==> src/rtl/tick_pkg.sv <==
package tick_pkg;
  localparam int DATA_W  = 64;
  localparam int TGT_W   = DATA_W - 1;
  localparam int IDX_W   = 3;
  localparam int NUM_CMP = 3;

  typedef enum logic [IDX_W-1:0] {
    IX_TICK   = 3'd0,
    IX_STICK  = 3'd1,
    IX_CMP_T  = 3'd2,
    IX_CMP_S  = 3'd3,
    IX_CMP_H  = 3'd4,
    IX_PEND   = 3'd5
  } reg_idx_e;

  localparam logic [IDX_W-1:0] CMP_BASE = IX_CMP_T;
  localparam logic [DATA_W-1:0] CMP_RESET = {1'b1, {TGT_W{1'b0}}};
endpackage

==> src/rtl/tick_counter.sv <==
module tick_counter
  import tick_pkg::*;
(
  input  logic              clk,
  input  logic              rst_n,
  input  logic              en,
  input  logic              ld,
  input  logic [DATA_W-1:0] ld_data,
  output logic              flag,
  output logic [TGT_W-1:0]  count
);
  logic [TGT_W-1:0] raw_q;
  logic [TGT_W-1:0] off_q;
  logic             flag_q;

  always_ff @(posedge clk) begin
    if (!rst_n) begin
      raw_q  <= '0;
      off_q  <= '0;
      flag_q <= 1'b1;
    end else begin
      raw_q <= raw_q + TGT_W'(en);
      if (ld) begin
        off_q  <= raw_q - ld_data[TGT_W-1:0];
        flag_q <= ld_data[DATA_W-1];
      end
    end
  end

  assign count = raw_q - off_q;
  assign flag  = flag_q;

  p_count_step_r2: assert property (@(posedge clk) disable iff (!rst_n)
    en && !ld |=> count == $past(count) + TGT_W'(1));
  p_count_hold_r2: assert property (@(posedge clk) disable iff (!rst_n)
    !en && !ld |=> $stable(count));
  p_load_value_r4: assert property (@(posedge clk) disable iff (!rst_n)
    ld |=> count == $past(ld_data[TGT_W-1:0]) + TGT_W'($past(en)));
  p_load_flag_r4: assert property (@(posedge clk) disable iff (!rst_n)
    ld |=> flag == $past(ld_data[DATA_W-1]));
endmodule

==> src/rtl/tick_comparator.sv <==
module tick_comparator
  import tick_pkg::*;
(
  input  logic              clk,
  input  logic              rst_n,
  input  logic              wr,
  input  logic [DATA_W-1:0] wdata,
  input  logic              clr,
  input  logic [TGT_W-1:0]  count,
  output logic [DATA_W-1:0] cfg,
  output logic              pend
);
  logic [DATA_W-1:0] cfg_q;
  logic              armed_q;
  logic              pend_q;
  logic              hit;

  assign hit = armed_q && (count == cfg_q[TGT_W-1:0]);

  always_ff @(posedge clk) begin
    if (!rst_n) begin
      cfg_q   <= CMP_RESET;
      armed_q <= 1'b0;
      pend_q  <= 1'b0;
    end else begin
      if (wr) begin
        cfg_q   <= wdata;
        armed_q <= !wdata[DATA_W-1] && (wdata[TGT_W-1:0] > count);
      end else if (hit) begin
        armed_q <= 1'b0;
      end
      if (hit)      pend_q <= 1'b1;
      else if (clr) pend_q <= 1'b0;
    end
  end

  assign cfg  = cfg_q;
  assign pend = pend_q;

  p_fire_sets_r5: assert property (@(posedge clk) disable iff (!rst_n)
    armed_q && count == cfg_q[TGT_W-1:0] |=> pend);
  p_fire_once_r6: assert property (@(posedge clk) disable iff (!rst_n)
    hit && !wr |=> !armed_q);
  p_cancel_r7: assert property (@(posedge clk) disable iff (!rst_n)
    wr && wdata[DATA_W-1] |=> !armed_q);
  p_pend_source_r5: assert property (@(posedge clk) disable iff (!rst_n)
    $rose(pend) |-> $past(armed_q));
  p_clear_r9: assert property (@(posedge clk) disable iff (!rst_n)
    $fell(pend) |-> $past(clr));
endmodule

==> src/rtl/tick_regport.sv <==
module tick_regport
  import tick_pkg::*;
(
  input  logic                          clk,
  input  logic                          rst_n,
  input  logic                          req_valid,
  output logic                          req_ready,
  input  logic                          req_write,
  input  logic [IDX_W-1:0]              req_idx,
  input  logic [DATA_W-1:0]             req_wdata,
  output logic                          rsp_valid,
  input  logic                          rsp_ready,
  output logic [DATA_W-1:0]             rsp_rdata,
  input  logic                          cnt_flag,
  input  logic [TGT_W-1:0]              cnt_value,
  input  logic [NUM_CMP-1:0][DATA_W-1:0] cmp_cfg,
  input  logic [NUM_CMP-1:0]            cmp_pend,
  output logic                          cnt_ld,
  output logic [NUM_CMP-1:0]            cmp_wr,
  output logic [NUM_CMP-1:0]            cmp_clr
);
  logic              accept;
  logic              wr_acc;
  logic              rsp_valid_q;
  logic [DATA_W-1:0] rsp_rdata_q;
  logic [DATA_W-1:0] rd_word;
  logic [DATA_W-1:0] tick_word;

  assign req_ready = !rsp_valid_q || rsp_ready;
  assign accept    = req_valid && req_ready;
  assign wr_acc    = accept && req_write;

  assign tick_word = {cnt_flag, cnt_value[TGT_W-1:2], 2'b00};
  assign cnt_ld    = wr_acc && (req_idx == IX_TICK || req_idx == IX_STICK);

  for (genvar i = 0; i < NUM_CMP; i++) begin : g_cmp_dec
    assign cmp_wr[i]  = wr_acc && (req_idx == CMP_BASE + IDX_W'(i));
    assign cmp_clr[i] = wr_acc && (req_idx == IX_PEND) && req_wdata[i];
  end

  always_comb begin
    rd_word = '0;
    if (req_idx == IX_TICK || req_idx == IX_STICK) begin
      rd_word = tick_word;
    end else if (req_idx == IX_PEND) begin
      rd_word = DATA_W'(cmp_pend);
    end else begin
      for (int i = 0; i < NUM_CMP; i++) begin
        if (req_idx == CMP_BASE + IDX_W'(i)) rd_word = cmp_cfg[i];
      end
    end
  end

  always_ff @(posedge clk) begin
    if (!rst_n) begin
      rsp_valid_q <= 1'b0;
      rsp_rdata_q <= '0;
    end else if (accept && !req_write) begin
      rsp_valid_q <= 1'b1;
      rsp_rdata_q <= rd_word;
    end else if (rsp_ready) begin
      rsp_valid_q <= 1'b0;
    end
  end

  assign rsp_valid = rsp_valid_q;
  assign rsp_rdata = rsp_rdata_q;

  p_rsp_hold_r10: assert property (@(posedge clk) disable iff (!rst_n)
    rsp_valid && !rsp_ready |=> rsp_valid && $stable(rsp_rdata));
  p_stall_blocks_r10: assert property (@(posedge clk) disable iff (!rst_n)
    rsp_valid && !rsp_ready |-> !req_ready);
  p_one_target_r11: assert property (@(posedge clk) disable iff (!rst_n)
    $countones({cnt_ld, cmp_wr}) <= 1);
endmodule

==> src/rtl/tick_cmp_unit.sv <==
module tick_cmp_unit
  import tick_pkg::*;
(
  input  logic              clk,
  input  logic              rst_n,
  input  logic              cnt_en,
  input  logic              req_valid,
  output logic              req_ready,
  input  logic              req_write,
  input  logic [IDX_W-1:0]  req_idx,
  input  logic [DATA_W-1:0] req_wdata,
  output logic              rsp_valid,
  input  logic              rsp_ready,
  output logic [DATA_W-1:0] rsp_rdata,
  output logic              irq_tick,
  output logic              irq_stick,
  output logic              irq_hstick
);
  logic                           cnt_flag;
  logic [TGT_W-1:0]               cnt_value;
  logic                           cnt_ld;
  logic [NUM_CMP-1:0][DATA_W-1:0] cmp_cfg;
  logic [NUM_CMP-1:0]             cmp_pend;
  logic [NUM_CMP-1:0]             cmp_wr;
  logic [NUM_CMP-1:0]             cmp_clr;

  tick_counter u_cnt (
    .clk     (clk),
    .rst_n   (rst_n),
    .en      (cnt_en),
    .ld      (cnt_ld),
    .ld_data (req_wdata),
    .flag    (cnt_flag),
    .count   (cnt_value)
  );

  for (genvar i = 0; i < NUM_CMP; i++) begin : g_cmp
    tick_comparator u_cmp (
      .clk   (clk),
      .rst_n (rst_n),
      .wr    (cmp_wr[i]),
      .wdata (req_wdata),
      .clr   (cmp_clr[i]),
      .count (cnt_value),
      .cfg   (cmp_cfg[i]),
      .pend  (cmp_pend[i])
    );
  end

  tick_regport u_port (
    .clk       (clk),
    .rst_n     (rst_n),
    .req_valid (req_valid),
    .req_ready (req_ready),
    .req_write (req_write),
    .req_idx   (req_idx),
    .req_wdata (req_wdata),
    .rsp_valid (rsp_valid),
    .rsp_ready (rsp_ready),
    .rsp_rdata (rsp_rdata),
    .cnt_flag  (cnt_flag),
    .cnt_value (cnt_value),
    .cmp_cfg   (cmp_cfg),
    .cmp_pend  (cmp_pend),
    .cnt_ld    (cnt_ld),
    .cmp_wr    (cmp_wr),
    .cmp_clr   (cmp_clr)
  );

  assign irq_tick   = cmp_pend[0];
  assign irq_stick  = cmp_pend[1];
  assign irq_hstick = cmp_pend[2];
endmodule

==> config.mk <==
export PLATFORM = sky130hd
export DESIGN_NAME = tick_cmp_unit
export DESIGN_NICKNAME = d
export VERILOG_FILES = /design/src/rtl/tick_pkg.sv /design/src/rtl/tick_counter.sv /design/src/rtl/tick_comparator.sv /design/src/rtl/tick_regport.sv /design/src/rtl/tick_cmp_unit.sv
export SDC_FILE = /design/constraint.sdc
export NUM_CORES = 1
export LEC_CHECK = 0
export BUFFER_PORTS_ARGS = -buffer_cell sky130_fd_sc_hd__buf_2
export CAP_MARGIN = 20
export CORE_MARGIN = 8
export CORE_UTILIZATION = 40
export DETAILED_ROUTE_END_ITERATION = 10
export GPL_ROUTABILITY_DRIVEN = 0
export GPL_TIMING_DRIVEN = 0
export HOLD_SLACK_MARGIN = 0.15
export PLACE_DENSITY_LB_ADDON = 0.05
export SETUP_SLACK_MARGIN = 0.4
export SKIP_CTS_REPAIR_TIMING = 1
export SLEW_MARGIN = 20
export SYNTH_ARGS = -nofsm -noshare
export SYNTH_HDL_FRONTEND = slang
export SYNTH_SLANG_ARGS = --single-unit
==> constraint.sdc <==
create_clock -name clk -period 7.5 [get_ports clk]
set_input_delay 1.125 -clock clk [delete_from_list [all_inputs] [get_ports clk]]
set_output_delay 1.125 -clock clk [all_outputs]
set_load 0.01 [all_outputs]
==> run_results.csv, run 1 <==
group,metric,value,unit
routing,antenna_left,0,
worst_hold_path,hold_class,"register to register",
global_route,grt_max_degree,13,
placement,place_ws,0.561,ns
routing,wl_met2,61700,um
cts,clock_path_buffers,3,
yosys,syn_area_per_cell,7.43,um2
cts,numClockSinks,390,
cells_and_area,layout-drive-gt1-share,0.0924,
power,power_frac_clock,0.382,
timing,slew_headroom,0.139,
timing,hold_violations,0,
timing,fmax,141,MHz
yosys,synth_compound_area_frac,0.254,
floorplan,die_x,295,um
floorplan,dieArea,86800,um2
cts,root_buffer,"clkbuf_16",
yosys,ys_seq_area_frac,0.251,
cells_and_area,fin_nets,4625,
power,p_switching,2.50,mW
power,p_int,4.33,mW
routing,wl_per_cell,29.5,um
outcome,violations,"design-rule violations",
routing,vias,33865,
timing,finalWorstSetupSlack,0.399,ns
floorplan,ios,142,
routing,dr_wl_met3,20600,um
floorplan,die_h,295,um
yosys,synth_fp_nets,4437,
run,max_cap_violations,0,
power,leakagePower,14.3,nW
global_route,grt_first_pass_wirelength,226000,um
critical_path,cp-start-kind,"register",
timing,min_period_over_period,0.947,
placement,placed_cell_area,33100,um2
placement,portBuffers,136,
cts,ctsHtreeMaxLevel,2,
global_route,grt_pass1_vias,30961,
yosys,synth-adder-area-share,0.0757,
cts,clock_latency,0.62,ns
yosys,synth_simple_gate_area_frac,0.235,
cells_and_area,final_cell_mix,"nand2_1, a21oi_1, dfxtp_1",
floorplan,coreArea,77200,um2
power,power-per-cell-area,196,nW/um2
floorplan,start_util,0.402,
timing,tightest_slew,1.29,ns
cells_and_area,syn_to_final_growth,12.1,%
global_route,antenna_found_initial,6,
cells_and_area,stdcell_area,34800,um2
yosys,synth.area.mux_share,0.0294,
critical_path,critPathMaxFanout,7,
yosys,ys_ff_latch,390,
cts,cts_tree,"yes",
yosys,ys.flop_type,"dfxtp_1",
routing,drt_pre_antenna_iters,11,
cells_and_area,final_common_cell,"nand2_1",
power,power.total,6.83,mW
cts,cts.clk_slew.worst_paths,0.06,ns
critical_path,worstPathRequired,7.95,ns
yosys,synth-edff-count,0,
yosys,synthArstFlopShare,0,
global_route,overflow,0,
timing,finalSetupTns,0,ns
critical_path,worstSetupPathType,"register to register",
critical_path,cp.arrival,7.55,ns
timing,finClkSkew,0.0431,ns
critical_path,end_kind,"register",
yosys,yosys.area_share.xor_xnor,0.0948,
power,p_sw_frac,0.366,
power,peakVddDrop,0.000145,V
routing,drtIter0Drc,4909,
power,seqPwrFrac,0.316,
cts,tritoncts.num_buffers,48,
routing,top_layer,"met5",
routing,routed_wirelength,160000,um
placement,dpl.hpwl,130000,um
cells_and_area,fillCellCount,8035,
yosys,synth_cells,4179,
timing,maxSlewViolCount,0,
global_route,grt_usage,0.356,
routing,viasPerCell,6.22,
timing,period_minus_slack,7.10,ns
outcome,outcome,"finished with violations",
yosys,yosysWarnings,0,
yosys,netlist_area,31100,um2
yosys,ys_types,117,
timing,setup_viol,0,
routing,wl_met1,66600,um
routing,post-route-drc-count,4,
power,combinationalPowerShare,0.302,
yosys,synth_top_family_by_area,"compound AO/OA/AOI/OAI gates",
floorplan,fp-row-count,102,
timing,rsz0062_at_grt,"no",
[through the flow]
step	std cells	util	hold WS, ns
floorplan	4179	-	0.432
global placement	5355	0.428	0.441
detailed placement	5357	0.428	0.447
CTS	5444	0.451	0.453
global route	5444	0.451	0.466
finish	5445	0.451	0.453
[state kept, by name (all words and copies together), names as in the netlist]
| register | flops |
|---|---|
| g_cmp.u_cmp.cfg | 192 |
| u_port.rsp_rdata | 64 |
| u_cnt.off_q | 63 |
| u_cnt.raw_q | 63 |
| g_cmp.u_cmp.armed_q | 3 |
| g_cmp.u_cmp.pend | 3 |
| u_cnt.flag | 1 |
| u_port.rsp_valid | 1 |
[critical path: stages, from the launching register on]
cell and delay (ns):
dfxtp_1 0.49, ha_1 0.30, clkbuf_1 0.32, a21oi_1 0.29, o21ai_0 0.33, a221oi_1 0.48, o21ai_1 0.35, nor3_2 0.90
nor2_1 0.15, a211oi_2 0.58, inv_1 0.10, ha_1 0.32, nand3_1 0.10, nor3_1 0.50, and3_1 0.32, nand3_1 0.09
mux2_4 0.31, or4_1 0.50, and3_1 0.21, nand3_1 0.17, o21ai_1 0.10
[area by class of cell]
type	instances	area, um2	area share
multi-input combinational	3332	21400	0.615
sequential	390	7810	0.224
clock inverter	22	335	0.00963
timing repair buffer	138	711	0.0204
inverter	209	785	0.0225
buffer	248	1070	0.0306
tap	1040	1300	0.0374
antenna	1	2.50	0.0000718
clock buffer	65	1400	0.0401
[synthesized netlist by cell type (14+ instances only)]
master,count,share of area
o211ai_1,56,0.014
a2111oi_0,15,0.0042
o21a_1,36,0.0087
nand4_1,88,0.018
and4_1,14,0.0039
mux2_2,38,0.014
o2111ai_1,21,0.0059
xnor3_1,17,0.012
or3_1,35,0.0070
nor3_1,70,0.011
o31ai_1,17,0.0041
nor4_1,26,0.0052
a221oi_1,16,0.0045
xor2_1,101,0.028
a222oi_1,34,0.011
a21oi_1,441,0.071
o21ai_0,156,0.025
nand2b_1,26,0.0052
a211oi_1,61,0.015
buf_2,34,0.0055
nor2_1,298,0.036
and2_1,49,0.0099
or2_2,16,0.0032
a31oi_1,37,0.0075
o21bai_1,21,0.0051
dfxtp_1,390,0.25
clkbuf_1,184,0.022
nand2_1,698,0.084
buf_1,14,0.0017
a21boi_0,19,0.0046
nand3_1,110,0.018
inv_1,208,0.025
and3_1,36,0.0073
xnor2_1,175,0.049
nor2b_1,26,0.0052
mux2i_1,47,0.015
ha_1,183,0.074
a21o_1,69,0.017
o21ai_1,24,0.0039
[metal layers]
layer | GRT usage | vias to the layer above
met1 | 0.477 | 15968
met4 | 0.199 | 2
met2 | 0.492 | 2052
li1 | - | 15374
met3 | 0.124 | 469
met5 | 0 | -
[kinds of logic (layout without fill, tap and decap cells)]
group	Yosys count	after routing
and+or+nand+nor	1564	1564
AOI/OAI and AO/OA	1195	1195
buffers and inverters	457	682
other	0	1
muxes	86	86
DFF	390	390
adders and majority gates	187	187
xor gates and xnor gates	300	300
[path summary, 6_finish.rpt]
check,start,endpoint,slack (ns),cells after the start
setup / recovery,u_cnt.raw_q[41],g_cmp[2].u_cmp.armed_q,0.40,20
hold / removal,u_cnt.off_q[11],u_cnt.off_q[11],0.45,2
setup reg to reg,u_cnt.raw_q[41],g_cmp[2].u_cmp.armed_q,0.40,20
hold reg to reg,u_cnt.off_q[11],u_cnt.off_q[11],0.45,2
[power groups by stage]
stage / Clock (mW) / Combinational, mW / Sequential (mW)
finish: 2.61 / 2.06 / 2.15
detailed placement: 0 / 1.94 / 2.20
floorplan: 0 / 1.17 / 2.20
CTS: 2.63 / 1.95 / 2.15
global placement: 0 / 1.94 / 2.20
global route: 2.72 / 2.12 / 2.16
Power figures use the tool's default switching activity.
==> run 2: changes to the inputs <==
--- a/config.mk
+++ b/config.mk
@@ -5,7 +5,7 @@
 export SDC_FILE = /design/constraint.sdc
 export NUM_CORES = 1
 export LEC_CHECK = 0
-export BUFFER_PORTS_ARGS = -buffer_cell sky130_fd_sc_hd__buf_2
+export BUFFER_PORTS_ARGS = -buffer_cell sky130_fd_sc_hd__clkbuf_2
 export CAP_MARGIN = 20
 export CORE_MARGIN = 8
 export CORE_UTILIZATION = 40
==> run 2 against run 1 <==
The flow now finishes without violations. Non-clock buffer count grew 1. Global-route usage about the same. Power rose by 0.62%. Critical path type unchanged. Highest routed layer unchanged.
==> run_results.csv, run 2 (synthesized netlist as in run 1, its figures left out) <==
group,metric,value,unit
global_route,antenna_found_initial,3,
power,leakagePower,14.3,nW
placement,portBuffers,136,
timing,rsz0062_at_grt,"no",
global_route,grt_usage,0.356,
cells_and_area,utilization,0.452,
critical_path,worstPathRequired,7.96,ns
floorplan,ios,142,
cells_and_area,fin_nets,4626,
critical_path,r2r-start,"u_cnt.raw_q[41]",
placement,dpl.hpwl,131000,um
routing,post-route-drc-count,0,
critical_path,critPathLaunch,"u_cnt.raw_q[41]",
critical_path,r2r_slack,0.52,ns
routing,wl_met1,66800,um
critical_path,worstSetupPathType,"register to register",
floorplan,start_util,0.402,
floorplan,coreArea,77200,um2
floorplan,dieArea,86800,um2
power,p_sw_frac,0.365,
power,power-per-cell-area,197,nW/um2
timing,period_minus_slack,6.98,ns
timing,min_period_over_period,0.931,
global_route,grt_pass1_vias,30811,
cells_and_area,final_common_cell,"nand2_1",
cts,clock_latency,0.64,ns
routing,viasPerCell,6.22,
critical_path,critPathMaxFanout,7,
critical_path,cp-start-kind,"register",
power,p_int,4.36,mW
timing,tightest_slew,1.32,ns
timing,hold_violations,0,
floorplan,die_h,295,um
routing,drtIter0Drc,4861,
routing,wl_per_cell,29.6,um
cells_and_area,diodes,0,
cts,numClockSinks,390,
routing,dr_wl_met3,21100,um
global_route,grt_max_degree,14,
timing,slew_headroom,0.120,
outcome,outcome,"completed",
routing,drt_pre_antenna_iters,8,
cts,clock_path_buffers,3,
critical_path,cp.arrival,7.44,ns
power,p_switching,2.50,mW
critical_path,end_kind,"register",
routing,vias,33898,
floorplan,die_x,295,um
global_route,grt_first_pass_wirelength,226000,um
floorplan,fp-row-count,102,
cells_and_area,layout-drive-gt1-share,0.0924,
timing,fmax,143,MHz
cts,root_buffer,"clkbuf_16",
routing,top_layer,"met5",
cts,ctsHtreeMaxLevel,2,
worst_hold_path,min_from,"u_cnt.off_q[3]",
global_route,overflow,0,
routing,routed_wirelength,161000,um
cts,cts_tree,"yes",
cells_and_area,final_cell_mix,"nand2_1, a21oi_1, dfxtp_1",
timing,finClkSkew,0.0256,ns
power,seqPwrFrac,0.314,
run,max_cap_violations,0,
power,power_frac_clock,0.386,
routing,wl_met2,62700,um
timing,setup_viol,0,
power,combinationalPowerShare,0.300,
cts,cts.clk_slew.worst_paths,0.06,ns
timing,maxSlewViolCount,0,
power,peakVddDrop,0.000158,V
cts,tritoncts.num_buffers,48,
cells_and_area,syn_to_final_growth,12.3,%
worst_hold_path,hold_class,"register to register",
cells_and_area,largest_reg_flops,192,
routing,antenna_left,0,
timing,finalSetupTns,0,ns
==> run 2: cell count changes in the layout (fill, tap and decap cells not counted), sizes merged <==
cell      previous run  this run
clkinvlp             1         2
buf                202        67
inv                210       212
bufinv               8         9
clkinv              12         8
clkbuf             249       386
diode                1         0
==> run 2: power groups by stage <==
stage | Sequential (mW) | Clock (mW) | Combinational, mW
after global routing | 2.16 | 2.76 | 2.13
after CTS | 2.15 | 2.67 | 1.95
final | 2.16 | 2.65 | 2.06
after floorplan | 2.20 | 0 | 1.17
after detailed placement | 2.20 | 0 | 1.94
after global placement | 2.20 | 0 | 1.94
==> run 2: final timing paths <==
| path | to | cells after the start |
|---|---|---|
| hold / removal | u_cnt.off_q[3] | 2 |
| hold reg to reg | u_cnt.off_q[3] | 2 |
| setup / recovery | g_cmp[2].u_cmp.armed_q | 20 |
| setup reg to reg | g_cmp[2].u_cmp.armed_q | 20 |
==> run 2: cell type report <==
| type | count | area [um2] |
|---|---|---|
| fillers | 8075 | 42300 |
| clock inverters | 22 | 369 |
| inverters | 209 | 785 |
| flip-flops and latches | 390 | 7810 |
| clock buffers | 66 | 1400 |
| plain buffers | 248 | 1070 |
| multi-input cells | 3332 | 21400 |
| repair buffers | 139 | 722 |
| well taps | 1040 | 1300 |
==> run 2: worst max-delay path, cell delays in order (launching register included) <==
cell	delay [ns]
dfxtp_1	0.50
ha_1	0.30
clkbuf_1	0.33
a21oi_1	0.31
o21ai_0	0.33
a221oi_1	0.45
o21ai_1	0.33
nor3_2	0.87
nor2_1	0.17
a211oi_2	0.58
inv_1	0.11
ha_1	0.32
nand3_1	0.09
nor3_1	0.43
and3_1	0.31
nand3_1	0.10
mux2_4	0.31
or4_1	0.49
and3_1	0.19
nand3_1	0.19
o21ai_1	0.11
==> run 2: layer usage <==
metal / global-route usage / up-vias
met2: 0.498 / 2097
met3: 0.119 / 428
li1: - / 15365
met5: 0 / -
met1: 0.482 / 16002
met4: 0.181 / 6
==> run 2: per-stage QoR <==
stage | cell area, um2 | hold WS (ns) | cells | setup slack [ns] | total power [mW]
global route | 34900 | 0.467 | 5446 | 0.555 | 7.04
CTS | 34900 | 0.452 | 5445 | 0.601 | 6.77
global placement | 33000 | 0.441 | 5355 | 0.632 | 4.14
floorplan | 31100 | 0.432 | 4179 | 2.68 | 3.37
detailed placement | 33100 | 0.446 | 5357 | 0.632 | 4.14
finish | 34900 | 0.451 | 5446 | 0.520 | 6.87
